<file path="config.mk">
export PLATFORM = sky130hd
export DESIGN_NAME = uart_rx_tagged
export DESIGN_NICKNAME = d
export VERILOG_FILES = /design/src/rtl/uart_rx_pkg.sv /design/src/rtl/uart_rx_baud.sv /design/src/rtl/uart_rx_engine.sv /design/src/rtl/uart_rx_queue.sv /design/src/rtl/uart_rx_tagged.sv
export SDC_FILE = /design/constraint.sdc
export NUM_CORES = 1
export LEC_CHECK = 0
export BUFFER_PORTS_ARGS = -buffer_cell sky130_fd_sc_hd__buf_2
export CAP_MARGIN = 20
export CORE_ASPECT_RATIO = 1.1
export CORE_MARGIN = 4
export CORE_UTILIZATION = 50
export CTS_CLUSTER_SIZE = 12
export DETAILED_ROUTE_END_ITERATION = 16
export PLACE_DENSITY = 0.77
export SKIP_LAST_GASP = 1
export SLEW_MARGIN = 30
export SYNTH_ARGS = -nofsm -noshare
export SYNTH_HDL_FRONTEND = slang
export SYNTH_SLANG_ARGS = --single-unit
</file>
<file path="constraint.sdc">
create_clock -name clk -period 8 [get_ports clk]
set_clock_uncertainty 0.1 [all_clocks]
set_input_delay 1.2 -clock clk [delete_from_list [all_inputs] [get_ports clk]]
set_output_delay 1.2 -clock clk [all_outputs]
set_load 0.1 [all_outputs]
</file>
<file path="src/rtl/uart_rx_pkg.sv">
package uart_rx_pkg;
   // One stored character: three error tags above the data byte.
   typedef struct packed {
      logic       brk;
      logic       ferr;
      logic       perr;
      logic [7:0] data;
   } rx_entry_t;

   function automatic logic is_tagged(input rx_entry_t e);
      return e.brk | e.ferr | e.perr;
   endfunction
endpackage

</file>
<file path="src/rtl/uart_rx_baud.sv">
module uart_rx_baud #(
   parameter int DIV_W = 16
) (
   input  logic             clk,
   input  logic             rst_n,
   input  logic [DIV_W-1:0] divisor,
   output logic             tick
);
   logic [DIV_W-1:0] cnt;
   logic [DIV_W-1:0] limit;

   // A divisor of zero behaves like a divisor of one.
   assign limit = (divisor == '0) ? '0 : divisor - 1'b1;
   assign tick  = (cnt >= limit);

   always_ff @(posedge clk or negedge rst_n) begin
      if (!rst_n)    cnt <= '0;
      else if (tick) cnt <= '0;
      else           cnt <= cnt + 1'b1;
   end
endmodule

</file>
<file path="src/rtl/uart_rx_engine.sv">
module uart_rx_engine
   import uart_rx_pkg::*;
#(
   parameter int OSR = 16
) (
   input  logic      clk,
   input  logic      rst_n,
   input  logic      tick,
   input  logic      rx,
   input  logic      parity_en,
   input  logic      parity_odd,
   output logic      push,
   output rx_entry_t push_entry
);
   localparam int CW = $clog2(OSR);
   localparam logic [CW-1:0] MID  = CW'(OSR / 2 - 1);
   localparam logic [CW-1:0] LAST = CW'(OSR - 1);

   typedef enum logic [2:0] {S_IDLE, S_START, S_DATA, S_PAR, S_STOP, S_BRK} state_t;

   state_t        st;
   logic [CW-1:0] tcnt;
   logic [2:0]    bitn;
   logic [7:0]    shreg;
   logic          par_bad;
   logic          all_low;

   always_ff @(posedge clk or negedge rst_n) begin
      if (!rst_n) begin
         st         <= S_IDLE;
         tcnt       <= '0;
         bitn       <= '0;
         shreg      <= '0;
         par_bad    <= 1'b0;
         all_low    <= 1'b0;
         push       <= 1'b0;
         push_entry <= '0;
      end else begin
         push <= 1'b0;
         if (tick) begin
            unique case (st)
               S_IDLE: begin
                  if (!rx) begin
                     st   <= S_START;
                     tcnt <= '0;
                  end
               end
               S_START: begin
                  if (tcnt == MID) begin
                     tcnt    <= '0;
                     bitn    <= '0;
                     par_bad <= 1'b0;
                     all_low <= 1'b1;
                     st      <= rx ? S_IDLE : S_DATA;
                  end else begin
                     tcnt <= tcnt + 1'b1;
                  end
               end
               S_DATA: begin
                  if (tcnt == LAST) begin
                     tcnt    <= '0;
                     shreg   <= {rx, shreg[7:1]};
                     all_low <= all_low & ~rx;
                     bitn    <= bitn + 1'b1;
                     if (bitn == 3'd7) st <= parity_en ? S_PAR : S_STOP;
                  end else begin
                     tcnt <= tcnt + 1'b1;
                  end
               end
               S_PAR: begin
                  if (tcnt == LAST) begin
                     tcnt    <= '0;
                     par_bad <= rx ^ (^shreg) ^ parity_odd;
                     all_low <= all_low & ~rx;
                     st      <= S_STOP;
                  end else begin
                     tcnt <= tcnt + 1'b1;
                  end
               end
               S_STOP: begin
                  if (tcnt == LAST) begin
                     tcnt <= '0;
                     push <= 1'b1;
                     if (rx) begin
                        push_entry <= '{brk: 1'b0, ferr: 1'b0, perr: par_bad, data: shreg};
                        st         <= S_IDLE;
                     end else if (all_low) begin
                        push_entry <= '{brk: 1'b1, ferr: 1'b0, perr: 1'b0, data: 8'h00};
                        st         <= S_BRK;
                     end else begin
                        // Bad stop level is taken as an already validated start bit.
                        push_entry <= '{brk: 1'b0, ferr: 1'b1, perr: par_bad, data: shreg};
                        bitn       <= '0;
                        par_bad    <= 1'b0;
                        all_low    <= 1'b1;
                        st         <= S_DATA;
                     end
                  end else begin
                     tcnt <= tcnt + 1'b1;
                  end
               end
               S_BRK: begin
                  if (!rx)              tcnt <= '0;
                  else if (tcnt == MID) begin
                     tcnt <= '0;
                     st   <= S_IDLE;
                  end else              tcnt <= tcnt + 1'b1;
               end
               default: st <= S_IDLE;
            endcase
         end
      end
   end
endmodule

</file>
<file path="src/rtl/uart_rx_queue.sv">
module uart_rx_queue
   import uart_rx_pkg::*;
#(
   parameter int DEPTH = 16
) (
   input  logic      clk,
   input  logic      rst_n,
   input  logic      fifo_mode,
   input  logic      push,
   input  rx_entry_t wentry,
   input  logic      pop,
   output rx_entry_t head,
   output logic      empty,
   output logic      drop
);
   localparam int AW = $clog2(DEPTH);

   rx_entry_t     mem [DEPTH];
   logic [AW-1:0] wp, rp;
   logic [AW:0]   cnt;
   logic          full, do_push, do_pop;

   assign empty   = (cnt == '0);
   assign full    = fifo_mode ? (cnt == (AW+1)'(DEPTH)) : !empty;
   assign drop    = push & full;
   assign do_push = push & ~full;
   assign do_pop  = pop & ~empty;
   assign head    = mem[rp];

   always_ff @(posedge clk) begin
      if (do_push) mem[wp] <= wentry;
   end

   always_ff @(posedge clk or negedge rst_n) begin
      if (!rst_n) begin
         wp  <= '0;
         rp  <= '0;
         cnt <= '0;
      end else begin
         if (do_push) wp <= wp + 1'b1;
         if (do_pop)  rp <= rp + 1'b1;
         case ({do_push, do_pop})
            2'b10:   cnt <= cnt + 1'b1;
            2'b01:   cnt <= cnt - 1'b1;
            default: cnt <= cnt;
         endcase
      end
   end
endmodule

</file>
<file path="src/rtl/uart_rx_tagged.sv">
module uart_rx_tagged
   import uart_rx_pkg::*;
#(
   parameter int DIV_W       = 16,
   parameter int DEPTH       = 16,
   parameter int OSR         = 16,
   parameter int SYNC_STAGES = 2
) (
   input  logic             clk,
   input  logic             rst_n,
   input  logic [DIV_W-1:0] divisor,
   input  logic             rxd,
   input  logic             fifo_mode,
   input  logic             parity_en,
   input  logic             parity_odd,
   input  logic             ls_int_en,
   input  logic             rd_data,
   input  logic             rd_status,
   output logic [7:0]       dout,
   output logic             data_ready,
   output logic             pe,
   output logic             fe,
   output logic             bi,
   output logic             oe,
   output logic             fifo_err,
   output logic             ls_irq
);
   localparam int AW = $clog2(DEPTH);

   generate
      if (DEPTH < 2 || (DEPTH & (DEPTH - 1)) != 0) begin : g_bad_depth
         $error("DEPTH must be a power of two, at least 2");
      end
      if (OSR < 4 || (OSR % 2) != 0) begin : g_bad_osr
         $error("OSR must be even and at least 4");
      end
      if (DIV_W < 1) begin : g_bad_div
         $error("DIV_W must be at least 1");
      end
   endgenerate

   logic      rx_s, tick, eng_push, drop, empty, popping, accepted;
   rx_entry_t eng_entry, head;
   logic [AW:0] flag_cnt;
   logic      flagged_stored, err_r, oe_r, mask_r;

   generate
      if (SYNC_STAGES == 0) begin : g_nosync
         assign rx_s = rxd;
      end else begin : g_sync
         logic [SYNC_STAGES-1:0] sh;
         always_ff @(posedge clk or negedge rst_n) begin
            if (!rst_n) sh <= '1;
            else        sh <= (sh << 1) | SYNC_STAGES'(rxd);
         end
         assign rx_s = sh[SYNC_STAGES-1];
      end
   endgenerate

   uart_rx_baud #(.DIV_W(DIV_W)) u_baud (
      .clk(clk), .rst_n(rst_n), .divisor(divisor), .tick(tick)
   );

   uart_rx_engine #(.OSR(OSR)) u_eng (
      .clk(clk), .rst_n(rst_n), .tick(tick), .rx(rx_s),
      .parity_en(parity_en), .parity_odd(parity_odd),
      .push(eng_push), .push_entry(eng_entry)
   );

   uart_rx_queue #(.DEPTH(DEPTH)) u_q (
      .clk(clk), .rst_n(rst_n), .fifo_mode(fifo_mode),
      .push(eng_push), .wentry(eng_entry), .pop(rd_data),
      .head(head), .empty(empty), .drop(drop)
   );

   assign popping        = rd_data & ~empty;
   assign accepted       = eng_push & ~drop;
   assign flagged_stored = (flag_cnt != '0);

   always_ff @(posedge clk or negedge rst_n) begin
      if (!rst_n) begin
         flag_cnt <= '0;
         err_r    <= 1'b0;
         oe_r     <= 1'b0;
         mask_r   <= 1'b0;
      end else begin
         case ({accepted & is_tagged(eng_entry), popping & is_tagged(head)})
            2'b10:   flag_cnt <= flag_cnt + 1'b1;
            2'b01:   flag_cnt <= flag_cnt - 1'b1;
            default: flag_cnt <= flag_cnt;
         endcase
         if (flagged_stored) err_r <= 1'b1;
         else if (rd_status) err_r <= 1'b0;
         if (drop)           oe_r <= 1'b1;
         else if (rd_status) oe_r <= 1'b0;
         if (popping || empty) mask_r <= 1'b0;
         else if (rd_status)   mask_r <= 1'b1;
      end
   end

   assign dout       = head.data;
   assign data_ready = ~empty;
   assign pe         = ~empty & head.perr & ~mask_r;
   assign fe         = ~empty & head.ferr & ~mask_r;
   assign bi         = ~empty & head.brk  & ~mask_r;
   assign oe         = oe_r;
   assign fifo_err   = fifo_mode & err_r;
   assign ls_irq     = ls_int_en & (oe_r | pe | fe | bi);
endmodule

</file>
==> impl_summary.log, run 1 <==
[metrics] Critical Path Start: u_q.rp[0]$_DFFE_PN0P_
[metrics] Worst Reg-to-Reg Cells: 15
[metrics] leading cell types by total area after synthesis: sky130_fd_sc_hd__edfxtp_1, sky130_fd_sc_hd__dfrtp_1, sky130_fd_sc_hd__mux4_2, sky130_fd_sc_hd__ha_1, sky130_fd_sc_hd__nand2_1
[metrics] largest fanout on the critical path: 32
[metrics] clock tree root driver cell: sky130_fd_sc_hd__clkbuf_16
[metrics] number of buffers and inverters on the critical path: 2
[metrics] final design utilization: between 50% and 60%
[metrics] total number of yosys warnings: 0
[metrics] power density of the placed cells: roughly 210 nW/um^2
[metrics] area share of the leading cell type in the synthesized netlist: ~47%
[metrics] Global Route Usage Sum: 17.9%
[metrics] initial antenna violation count: 0
[metrics] Clk pin slew, worst setup/hold paths: ~0.060 ns
[metrics] DR iter-0 viols: about 440
[metrics] clock tree buffer depth: 3
[metrics] Critical Path Start Type: flip-flop
[metrics] area added between synthesis and finish: 11.3%
[metrics] die footprint: between 20000 and 25000 sq um
[metrics] die span in x: about 150 um
[metrics] CP delay by family, top: buffers and inverters
[metrics] number of enable-type register cells in the synthesized netlist: approximately 180
[metrics] average wire per standard cell: approximately 19 um
[metrics] mapped cell area: about 11000 sq um
[metrics] hold-fix buffers at CTS: 0
[metrics] worst-skew pair later-pin latency: 0.51 ns
[metrics] number of distinct library cell variants in the gate-level netlist after synthesis: 61
[metrics] share of the cycle needed by the critical path after routing: approximately 58%
[metrics] TritonCTS Buffers: 25
[metrics] slowest cell on the critical path: sky130_fd_sc_hd__dfrtp_2
[metrics] DRC Markers: 0
[metrics] flip-flop cell with the highest count after synthesis: sky130_fd_sc_hd__edfxtp_1
[metrics] global route total overflow: 0
[metrics] Final HPWL DP: roughly 13 mm
[metrics] Yosys reg bits: between 200 and 250
[metrics] Gate Count Post-Synth: between 700 and 800
[metrics] Req. time, crit path: ~6.7 ns
[metrics] final-report max-slew violation count: 0
[metrics] synthesized net count: between 800 and 900
[metrics] total number of H-tree levels: 1
[metrics] total inserted antenna cells: 0
[metrics] Seq/Total Area, Yosys: approximately 63%
[metrics] TritonCTS Sinks: 247
[metrics] Rows: 57
[metrics] total stage count of the critical path: 7
[metrics] number of fill cells: between 1500 and 2000
[metrics] adder-cell area share of the yosys netlist: roughly 4.3%
[metrics] final worst hold slack: about 0.25 ns
[metrics] worst hold-check path type: reg2reg
[metrics] Static Leak: approximately 4.3 nW
[metrics] RSZ-0062 raised after global routing: false
[metrics] residual antenna-violating net count after detailed routing: 0
[metrics] Routability Congestion: between 0.8 and 0.9
[metrics] Setup TNS Final: 0 ns
[metrics] post-CTS repair timing setup buffer count: 0
[metrics] status: finished clean
[metrics] post-synthesis cell type with the largest combined area: sky130_fd_sc_hd__edfxtp_1
[metrics] type of the worst setup path: reg2out
[metrics] transition time at the pin with the least slew margin: 0.874 ns
[metrics] worst reg2reg path startpoint: u_q.rp[0]$_DFFE_PN0P_
[metrics] multiplexer fraction of the synthesized cell area: a little over an eighth
[metrics] total of endpoints with negative setup slack in the final report: 0
[metrics] via count of the first global-routing pass: ~6400
[metrics] wire length of the first global-routing pass: 34.6 mm
[metrics] xor and xnor fraction of the mapped netlist area: 3.83%
[metrics] post-synthesis async set-or-reset flop share: 28.7%
[metrics] cell-by-cell listing of the critical path: buf_4, mux4_2, o211ai_1, nand2_1, o32ai_1, o21ai_1, buf_2
[metrics] per-instance average area after synthesis: ~15 sq um
[metrics] number of search-and-repair iterations in the first detailed-routing pass: 5
[metrics] final layout net count: 856
[metrics] CTS tree: done
[metrics] post-detailed-route via-to-cell ratio: roughly 5.7
[metrics] IO Count: 40
[metrics] Total Power Consumption: between 2 and 3 mW
[metrics] number of buffers added on ports: 39
[metrics] starting density of the core: slightly above 50%
[metrics] hold path start: g_sync.sh[0]$_DFF_PN1_
[metrics] largest net degree at the start of global routing: 72
[metrics] core outline area: about 22000 sq um
[metrics] number of hold-slack violations in the final timing report: 0
[metrics] vias after detailed routing: 6265
[metrics] CTS resizes: 0
[metrics] Slew HR: about two fifths
[metrics] detailed-route wire length: ~21 mm
[metrics] number of max-cap violations: 0
[metrics] compound-cell area share of the yosys netlist: approximately 4%
[metrics] synthesized-area fraction occupied by and/or/nand/nor cells: roughly 9%
[metrics] instance count along the most critical hold path: 0
[metrics] critical path's largest stage delay: 0.61 ns
[metrics] final critical-path required period: between 4 and 5 ns
[metrics] chip height: 165 um
[metrics] main combinational cell family by area after synthesis: multiplexers
[metrics] Max rail drop VDD: 0.119 mV
[metrics] fmax: between 0.2 and 0.25 GHz
[metrics] data arrival at the endpoint of the critical path: roughly 3.3 ns
[metrics] crit path capture type: output pin
[metrics] share of cells above drive strength 1: between 10% and 20%
-- layout by cell type (no fill, tap or decap), types with 13 or more instances in the layout --
cell                        netlist  final
sky130_fd_sc_hd__edfxtp_1       176    176
sky130_fd_sc_hd__nand2_1         70     70
sky130_fd_sc_hd__dfrtp_1         69     67
sky130_fd_sc_hd__mux4_2          50     50
sky130_fd_sc_hd__nor2_1          39     39
sky130_fd_sc_hd__buf_2           15     38
sky130_fd_sc_hd__ha_1            35     35
sky130_fd_sc_hd__inv_1           33     33
sky130_fd_sc_hd__xnor2_1         26     26
sky130_fd_sc_hd__clkbuf_16        0     25
sky130_fd_sc_hd__xor2_1          23     23
sky130_fd_sc_hd__a21oi_1         19     19
sky130_fd_sc_hd__mux2i_1         18     18
sky130_fd_sc_hd__and2_1          17     17
sky130_fd_sc_hd__mux2_2          16     16
sky130_fd_sc_hd__o21ai_0         15     15
sky130_fd_sc_hd__clkbuf_1         6     15
sky130_fd_sc_hd__nand3_1         13     13
-- synthesized netlist by cell type (3+ instances only) --
cell and number:
sky130_fd_sc_hd__and3_1 8, sky130_fd_sc_hd__a31oi_1 3, sky130_fd_sc_hd__dfrtp_1 69, sky130_fd_sc_hd__buf_1 5
sky130_fd_sc_hd__xnor2_1 26, sky130_fd_sc_hd__nand3_1 13, sky130_fd_sc_hd__mux2_2 16, sky130_fd_sc_hd__nor2_1 39
sky130_fd_sc_hd__mux4_2 50, sky130_fd_sc_hd__nand4_1 6, sky130_fd_sc_hd__a22o_1 3, sky130_fd_sc_hd__nor3b_1 7
sky130_fd_sc_hd__a21o_1 5, sky130_fd_sc_hd__buf_2 15, sky130_fd_sc_hd__o211ai_1 5, sky130_fd_sc_hd__ha_1 35
sky130_fd_sc_hd__a21oi_1 19, sky130_fd_sc_hd__or3_1 3, sky130_fd_sc_hd__xor2_1 23, sky130_fd_sc_hd__nor3_1 7
sky130_fd_sc_hd__inv_1 33, sky130_fd_sc_hd__clkbuf_1 6, sky130_fd_sc_hd__nand2_1 70, sky130_fd_sc_hd__nor2b_1 6
sky130_fd_sc_hd__o21ai_0 15, sky130_fd_sc_hd__mux2i_1 18, sky130_fd_sc_hd__nor4_1 5, sky130_fd_sc_hd__and2_1 17
sky130_fd_sc_hd__nand2b_1 4, sky130_fd_sc_hd__nand3b_1 3, sky130_fd_sc_hd__edfxtp_1 176
-- path summary, 6_finish.rpt --
kind	end	slack, ns
min in group asynchronous	u_q.rp[2]$_DFFE_PN0P_	0.57
worst min register to register	g_sync.sh[1]$_DFF_PN1_	0.25
worst min-delay path	g_sync.sh[1]$_DFF_PN1_	0.25
max in group asynchronous	u_baud.cnt[3]$_DFF_PN0_	6.76
worst max register to register	flag_cnt[4]$_DFFE_PN0P_	3.95
worst max-delay path	ls_irq	3.36
-- power breakdown --
group          internal [mW]  total, mW  switching, mW
registers               1.38       1.40         0.0256
clock network          0.634       1.08          0.448
logic                 0.0461     0.0986         0.0524
-- state kept, by name, summed over array words and instances, names as in the netlist, 2 cells and up --
| signal | cells |
|---|---|
| u_baud.cnt | 16 |
| u_eng.push_entry | 11 |
| u_q.wp | 4 |
| g_sync.sh | 2 |
| u_eng.shreg | 8 |
| u_q.mem | 176 |
| u_q.rp | 4 |
| u_q.cnt | 5 |
| flag_cnt | 5 |
| u_eng.tcnt | 4 |
| u_eng.st | 3 |
| u_eng.bitn | 3 |
-- worst register-to-register path, delay by kind of cell, from the launching register on --
| family | cells | cell delay (ns) |
|---|---|---|
| AO/OA/AOI/OAI | 4 | 0.82 |
| buffers and inverters | 3 | 0.77 |
| flip-flops | 1 | 0.61 |
| multiplexers | 1 | 0.61 |
| adder cells (fa/ha/maj) | 2 | 0.48 |
| AND/OR/NAND/NOR | 3 | 0.28 |
| XOR/XNOR | 2 | 0.28 |
-- stage by stage --
| step | instance area [sq um] | setup slack [ns] | std cells |
|---|---|---|---|
| finish | 12500 | 3.36 | 1107 |
| CTS | 12500 | 3.26 | 1107 |
| global route | 12500 | 3.11 | 1107 |
| detailed placement | 11700 | 2.86 | 1062 |
| floorplan | 11200 | 0.870 | 748 |
| global placement | 11700 | 2.97 | 1062 |
-- cell type report --
class | count | area (sq um) | share of cell area (%)
Sequential cell | 247 | 7070 | 56.7
Multi-Input combinational cell | 439 | 3880 | 31.1
Clock inverter | 3 | 47.5 | 0.381
Clock buffer | 42 | 709 | 5.69
Tap cell | 295 | 369 | 2.96
Timing Repair Buffer | 47 | 262 | 2.10
Inverter | 34 | 133 | 1.06
-- metal layers --
metal	share of wire, %	vias to the layer above	global-route usage (%)
li1	-	2908	-
met1	41	3144	23.5
met2	53	179	32.0
met3	4.7	34	2.14
met4	1.9	0	4.41
met5	0	-	0
-- cell families (layout without fill, tap and decap cells) --
group / after synthesis / count (layout)
compound gates: 68 / 68
xor+xnor: 49 / 49
mux: 84 / 84
fa+ha+maj: 37 / 37
buf+inv: 62 / 126
simple gates: 201 / 201
flops: 247 / 247
Power figures use the tool's default switching activity.
==> run 2, diff against run 1 <==
==> constraint.sdc (replaced) <==
create_clock -name clk -period 4.4 [get_ports clk]
set_clock_uncertainty 0.1 [all_clocks]
set_input_delay 0.66 -clock clk [delete_from_list [all_inputs] [get_ports clk]]
set_output_delay 0.66 -clock clk [all_outputs]
set_load 0.1 [all_outputs]
==> run 2 against run 1 <==
Against the previous run: final cell count up 0.72%; die area unchanged; worst hold slack worse by 0.22 ns; utilization up 0.46 points; largest cell class unchanged; highest routed layer unchanged.
==> impl_summary.log, run 2 (synthesized netlist as in run 1, its figures left out) <==
[metrics] number of search-and-repair iterations in the first detailed-routing pass: 4 (-1)
[metrics] leading cell types in the layout, fill and taps excluded: sky130_fd_sc_hd__edfxtp_1, sky130_fd_sc_hd__nand2_1, sky130_fd_sc_hd__dfrtp_1, sky130_fd_sc_hd__mux4_2, sky130_fd_sc_hd__nor2_1
[metrics] crit path capture type: output pin
[metrics] DRC Markers: 0 (unchanged)
[metrics] Max rail drop VDD: 0.203 mV (+71%)
[metrics] via count of the first global-routing pass: 6306 (-1.3%)
[metrics] flip-flop count of the largest register, all copies and words added: 176 (unchanged)
[metrics] Clk pin slew, worst setup/hold paths: 0.06 ns (about the same)
[metrics] Static Leak: 4.33 nW (+1.3%)
[metrics] final-report max-slew violation count: 0 (unchanged)
[metrics] share of the cycle needed by the critical path after routing: between 80% and 90%
[metrics] leading cell type in the layout, fill and taps excluded: sky130_fd_sc_hd__edfxtp_1
[metrics] Routability Congestion: 0.807 (+0.60%)
[metrics] Rows: 57 (unchanged)
[metrics] final critical-path required period: roughly 3.7 ns
[metrics] biggest registers after layout: u_q.mem x176, u_baud.cnt x16, u_eng.push_entry x11
[metrics] vias after detailed routing: 6189 (-1.2%)
[metrics] type of the worst setup path: reg2out
[metrics] CTS resizes: 0 (unchanged)
[metrics] wire length of the first global-routing pass: 34.2 mm (-0.98%)
[metrics] worst hold-check path type: in2async
[metrics] FF/Latch Area: 7070 sq um (unchanged)
[metrics] Multi-input gate area: 3880 sq um (+0.19%)
[metrics] initial antenna violation count: 0 (unchanged)
[metrics] share of cells above drive strength 1: 20.6% (+1.0 points)
[metrics] Final HPWL DP: 13.2 mm (-0.75%)
[metrics] Critical Path Start Type: flip-flop
[metrics] die footprint: 24900 sq um (unchanged)
[metrics] reg2reg end: flag_cnt[4]$_DFFE_PN0P_
[metrics] number of fill cells: 1666 (-2.1%)
[metrics] DR iter-0 viols: 337 (-23%)
[metrics] residual antenna-violating net count after detailed routing: 0 (unchanged)
[metrics] number of max-cap violations: 0 (unchanged)
[metrics] starting density of the core: 50.8% (unchanged)
[metrics] TritonCTS Buffers: 26 (+4.0%)
[metrics] post-CTS repair timing setup buffer count: 0 (unchanged)
[metrics] clock tree buffer depth: 3 (unchanged)
[metrics] chip height: 165 um (unchanged)
[metrics] fmax: around 0.27 GHz
[metrics] Req. time, crit path: 3.64 ns (-3.06 ns)
[metrics] average wire per standard cell: 19.0 um (-1.7%)
[metrics] worst-skew pair later-pin latency: 0.52 ns (about the same)
[metrics] cell count after placement: 1067 (+0.47%)
[metrics] Worst Reg-to-Reg Cells: 14 (-1)
[metrics] flop-to-flop setup slack: 0.76 ns (-3.19 ns)
[metrics] worst reg2reg path startpoint: u_q.rp[1]$_DFFE_PN0P_
[metrics] transition time at the pin with the least slew margin: 0.858 ns (-0.0159 ns)
[metrics] detailed-route wire length: 21.2 mm (-0.96%)
[metrics] power density of the placed cells: 380 nW/um^2 (+83%)
[metrics] Worst Setup EP: ls_irq
[metrics] RSZ-0062 raised after global routing: false
[metrics] total inserted antenna cells: 0 (unchanged)
[metrics] data arrival at the endpoint of the critical path: 2.92 ns (-0.42 ns)
[metrics] hold-fix buffers at CTS: 0 (unchanged)
[metrics] clock tree root driver cell: sky130_fd_sc_hd__clkbuf_16
[metrics] Top reg by flops: u_q.mem
[metrics] Critical Path Start: u_q.rp[1]$_DFFE_PN0P_
[metrics] total number of H-tree levels: 1 (unchanged)
[metrics] number of buffers added on ports: 39 (unchanged)
[metrics] IO Count: 40 (unchanged)
[metrics] post-detailed-route via-to-cell ratio: 5.55 (-1.9%)
[metrics] CTS tree: done
[metrics] TritonCTS Sinks: 247 (unchanged)
[metrics] number of hold-slack violations in the final timing report: 0 (unchanged)
[metrics] Total Power Consumption: 4.77 mW (+85%)
[metrics] largest net degree at the start of global routing: 72 (unchanged)
[metrics] largest fanout on the critical path: 19 (-41%)
[metrics] global route total overflow: 0 (unchanged)
[metrics] core outline area: 22000 sq um (unchanged)
[metrics] post-layout instance count excluding filler cells: 1115 (+0.72%)
[metrics] final layout net count: 862 (+0.70%)
[metrics] status: finished clean
[metrics] Global Route Usage Sum: 17.8% (-0.17 points)
[metrics] area added between synthesis and finish: 12.2%
[metrics] die span in x: 151 um (unchanged)
[metrics] Slew HR: 42.8% (+1.1 points)
[metrics] total of endpoints with negative setup slack in the final report: 0 (unchanged)
[run 2: cell count changes in the layout (fill, tap and decap cells not counted), sizes merged]
cell,before,now
clkinv,1,4
buf,47,52
[run 2: how the worst min path moves through the flow]
stage	cells after the start	end	slack, ns
final	1	mask_r$_DFFE_PN0P_	0.04
after global routing	1	mask_r$_DFFE_PN0P_	0.10
after CTS	1	g_sync.sh[0]$_DFF_PN1_	0.14
after detailed placement	0	g_sync.sh[1]$_DFF_PN1_	0.25
after global placement	0	g_sync.sh[1]$_DFF_PN1_	0.25
after floorplan	0	g_sync.sh[1]$_DFF_PN1_	0.25
[run 2: critical path: stages (launching register included)]
cell and delay [ns]:
sky130_fd_sc_hd__dfrtp_2 0.68, sky130_fd_sc_hd__mux4_2 0.58, sky130_fd_sc_hd__o211ai_1 0.22, sky130_fd_sc_hd__nand2b_1 0.10
sky130_fd_sc_hd__o32ai_1 0.40, sky130_fd_sc_hd__o21ai_1 0.12, sky130_fd_sc_hd__buf_2 0.30
[run 2: layout make-up]
class	count	share of cell area (%)
multi-input combinational	439	30.9
sequential	247	56.2
tap	295	2.94
clock inverter	6	0.468
timing repair buffer	52	2.48
inverter	34	1.06
clock buffer	42	5.91
[run 2: power by group]
part           switching [mW]  internal (mW)
clock                   0.835           1.21
sequential             0.0461           2.50
combinational          0.0956         0.0835
total                   0.977           3.80
[run 2: routing by layer]
layer  global-route usage, %  routed length, um  vias up
met5                       0                  0        -
met3                    2.69                970       25
met4                    3.63                301        0
li1                        -                  -     2909
met1                    23.7               8670     3116
met2                    31.3              11300      139
[run 2: per-stage QoR]
step	setup slack (ns)	utilization (%)	setup TNS, ns	hold WS [ns]	cell area [sq um]
6_report	0.721	57.0	0	0.0385	12600
5_1_grt	0.274	57.0	0	0.100	12600
4_1_cts	0.697	57.0	0	0.144	12600
3_5_place_dp	0.199	53.4	0	0.250	11800
3_3_place_gp	0.294	53.4	0	0.248	11800
2_1_floorplan	-0.835	-	-0.835	0.245	11200
==> run 3, diff against run 2 <==
==> constraint.sdc (replaced) <==
create_clock -name clk -period 3.43 [get_ports clk]
set_clock_uncertainty 0.1 [all_clocks]
set_input_delay 0.5145 -clock clk [delete_from_list [all_inputs] [get_ports clk]]
set_output_delay 0.5145 -clock clk [all_outputs]
set_load 0.1 [all_outputs]
==> run 3 against run 2 <==
Against the previous run: sequential share of layout area down 2.2 points; flip-flop and latch count unchanged; sequential power up 28%; die area unchanged; register-to-register slack worse by 0.53 ns; first-iteration DRC count up 32%; utilization up 2.4 points; combinational power up 41%; clock-buffer cell count down 1.
==> impl_summary.log, run 3 (synthesized netlist as in run 1, its figures left out) <==
[metrics] largest fanout on the critical path: 44 (+25)
[metrics] flip-flop count of the largest register, all copies and words added: 176 (unchanged)
[metrics] share of the cycle needed by the critical path after routing: a little over nine tenths
[metrics] Final HPWL DP: 14.8 mm (+12%)
[metrics] largest net degree at the start of global routing: 72 (unchanged)
[metrics] detailed-route wire length: 21.9 mm (+3.4%)
[metrics] die span in x: 151 um (unchanged)
[metrics] min setup slack post-route: 0.156 ns (-0.565 ns)
[metrics] share of cells above drive strength 1: 25.9% (+5.3 points)
[metrics] instance count along the most critical hold path: 2
[metrics] DR iter-0 viols: 446 (+32%)
[metrics] Req. time, crit path: 2.82 ns (-0.82 ns)
[metrics] total inserted antenna cells: 0 (unchanged)
[metrics] worst-skew pair later-pin latency: 0.51 ns (about the same)
[metrics] Rows: 57 (unchanged)
[metrics] total of endpoints with negative setup slack in the final report: 0 (unchanged)
[metrics] total stage count of the critical path: 4 (-2)
[metrics] clock tree buffer depth: 3 (unchanged)
[metrics] IO Count: 40 (unchanged)
[metrics] initial antenna violation count: 0 (unchanged)
[metrics] pre-CTS worst setup slack: -0.410 ns (-0.609 ns)
[metrics] power density of the placed cells: 453 nW/um^2 (+19%)
[metrics] chip height: 165 um (unchanged)
[metrics] worst hold-check path type: in2reg
[metrics] die footprint: 24900 sq um (unchanged)
[metrics] Top reg by flops: u_q.mem
[metrics] crit path capture type: output pin
[metrics] TritonCTS Buffers: 25 (-3.8%)
[metrics] critical path's largest stage delay: 0.57 ns (-0.11 ns)
[metrics] via count of the first global-routing pass: 6578 (+4.3%)
[metrics] Routability Congestion: 0.861 (+6.7%)
[metrics] number of fill cells: 1644 (-1.3%)
[metrics] slowest cell on the critical path: sky130_fd_sc_hd__mux4_2
[metrics] wire length of the first global-routing pass: 35.3 mm (+3.0%)
[metrics] data arrival at the endpoint of the critical path: 2.66 ns (-0.26 ns)
[metrics] Worst Reg-to-Reg Cells: 16 (+2)
[metrics] CP delay by family, top: multiplexers
[metrics] status: finished clean
[metrics] final critical-path required period: ~3.3 ns
[metrics] biggest registers after layout: u_q.mem x176, u_baud.cnt x16, u_eng.push_entry x11
[metrics] type of the worst setup path: reg2out
[metrics] Critical Path Most Common Cell: sky130_fd_sc_hd__mux4_2
[metrics] area added between synthesis and finish: 16.9%
[metrics] Multi-input gate area: 3990 sq um (+2.7%)
[metrics] Total Power Consumption: 5.93 mW (+24%)
[metrics] number of hold-slack violations in the final timing report: 0 (unchanged)
[metrics] CTS tree: done
[metrics] core outline area: 22000 sq um (unchanged)
[metrics] number of buffers added on ports: 39 (unchanged)
[metrics] Static Leak: 4.62 nW (+6.9%)
[metrics] clock tree root driver cell: sky130_fd_sc_hd__clkbuf_16
[metrics] leading cell type in the layout, fill and taps excluded: sky130_fd_sc_hd__edfxtp_1
[metrics] Critical Path Start Type: flip-flop
[metrics] transition time at the pin with the least slew margin: 0.690 ns (-0.169 ns)
[metrics] number of search-and-repair iterations in the first detailed-routing pass: 4 (unchanged)
[metrics] Slew HR: 53.9% (+11 points)
[metrics] DRC Markers: 0 (unchanged)
[metrics] starting density of the core: 50.8% (unchanged)
[metrics] residual antenna-violating net count after detailed routing: 0 (unchanged)
[metrics] final-report max-slew violation count: 0 (unchanged)
[metrics] fmax: about 0.31 GHz
[metrics] number of max-cap violations: 0 (unchanged)
[metrics] Max rail drop VDD: 0.359 mV (+77%)
[metrics] leading cell types in the layout, fill and taps excluded: sky130_fd_sc_hd__edfxtp_1, sky130_fd_sc_hd__nand2_1, sky130_fd_sc_hd__dfrtp_1, sky130_fd_sc_hd__buf_4, sky130_fd_sc_hd__mux4_2
[metrics] total number of H-tree levels: 1 (unchanged)
[metrics] Global Route Usage Sum: 18.1% (+0.31 points)
[metrics] average wire per standard cell: 18.8 um (-1.3%)
[metrics] TritonCTS Sinks: 247 (unchanged)
[metrics] vias after detailed routing: 6468 (+4.5%)
[metrics] RSZ-0062 raised after global routing: true
[metrics] number of buffers and inverters on the critical path: 2 (+1)
[metrics] cell-by-cell listing of the critical path: buf_12, mux4_2, mux4_2, buf_2
[metrics] global route total overflow: 0 (unchanged)
[metrics] Clk pin slew, worst setup/hold paths: 0.06 ns (about the same)
[metrics] post-detailed-route via-to-cell ratio: 5.54 (-0.23%)
[metrics] FF/Latch Area: 7070 sq um (unchanged)
[metrics] final layout net count: 916 (+6.3%)
-- run 3: changes by cell type in the layout (fill, tap and decap cells not counted), moves of 6 or more --
cell,delta
sky130_fd_sc_hd__buf_4,+47
sky130_fd_sc_hd__mux2_2,-7
sky130_fd_sc_hd__buf_12,+6
sky130_fd_sc_hd__mux2_4,+7
-- run 3: area by class of cell --
class                   instances  share of cell area, %
inverters                      34                   1.01
multi-input cells             439                   30.5
well taps                     295                   2.82
repair buffers                107                   6.24
clock inverters                 5                  0.201
flip-flops and latches        247                   54.0
clock buffers                  41                   5.24
-- run 3: worst paths after layout --
path                                         from                      end  slack [ns]
setup / recovery            u_q.rp[0]$_DFFE_PN0P_                  dout[7]        0.16
hold / removal                            rd_data       mask_r$_DFFE_PN0P_        0.09
setup reg to reg            u_q.rp[1]$_DFFE_PN0P_  flag_cnt[4]$_DFFE_PN0P_        0.23
hold reg to reg            g_sync.sh[0]$_DFF_PN1_   g_sync.sh[1]$_DFF_PN1_        0.26
max in group asynchronous                   rst_n    u_q.rp[0]$_DFFE_PN0P_        2.28
min in group asynchronous                   rst_n  u_baud.cnt[0]$_DFF_PN0_        0.47
-- run 3: repair_timing --
item,4_1_cts,5_1_grt
buffers inserted,0,3
hold endpoints to repair,1,69
hold buffers,1,1
resized for setup,0,8
endpoints found under the setup margin,0,20
-- run 3: per-layer routing --
layer | part of all wire (%) | track usage [%]
met5 | 0 | 0
met1 | 40 | 24.0
met3 | 5.1 | 2.25
met2 | 53 | 32.3
met4 | 1.3 | 3.63
-- run 3: power by group --
group	internal [mW]	switching, mW	total [mW]
combinational	0.123	0.130	0.253
clock	1.36	1.05	2.41
sequential	3.21	0.0600	3.27
total	4.69	1.24	5.93
-- run 3: per-stage QoR --
step	instance area, sq um	TNS (ns)	hold WS (ns)	util, %	std cells
2_1_floorplan	11300	-0.326	0.119	-	748
3_3_place_gp	12300	-7.86	0.246	55.8	1117
3_5_place_dp	12300	-12.20	0.247	55.8	1117
4_1_cts	13000	0	0.0620	59.1	1164
5_1_grt	13100	-0.0447	0.0824	59.4	1168
6_report	13100	0	0.0866	59.4	1168
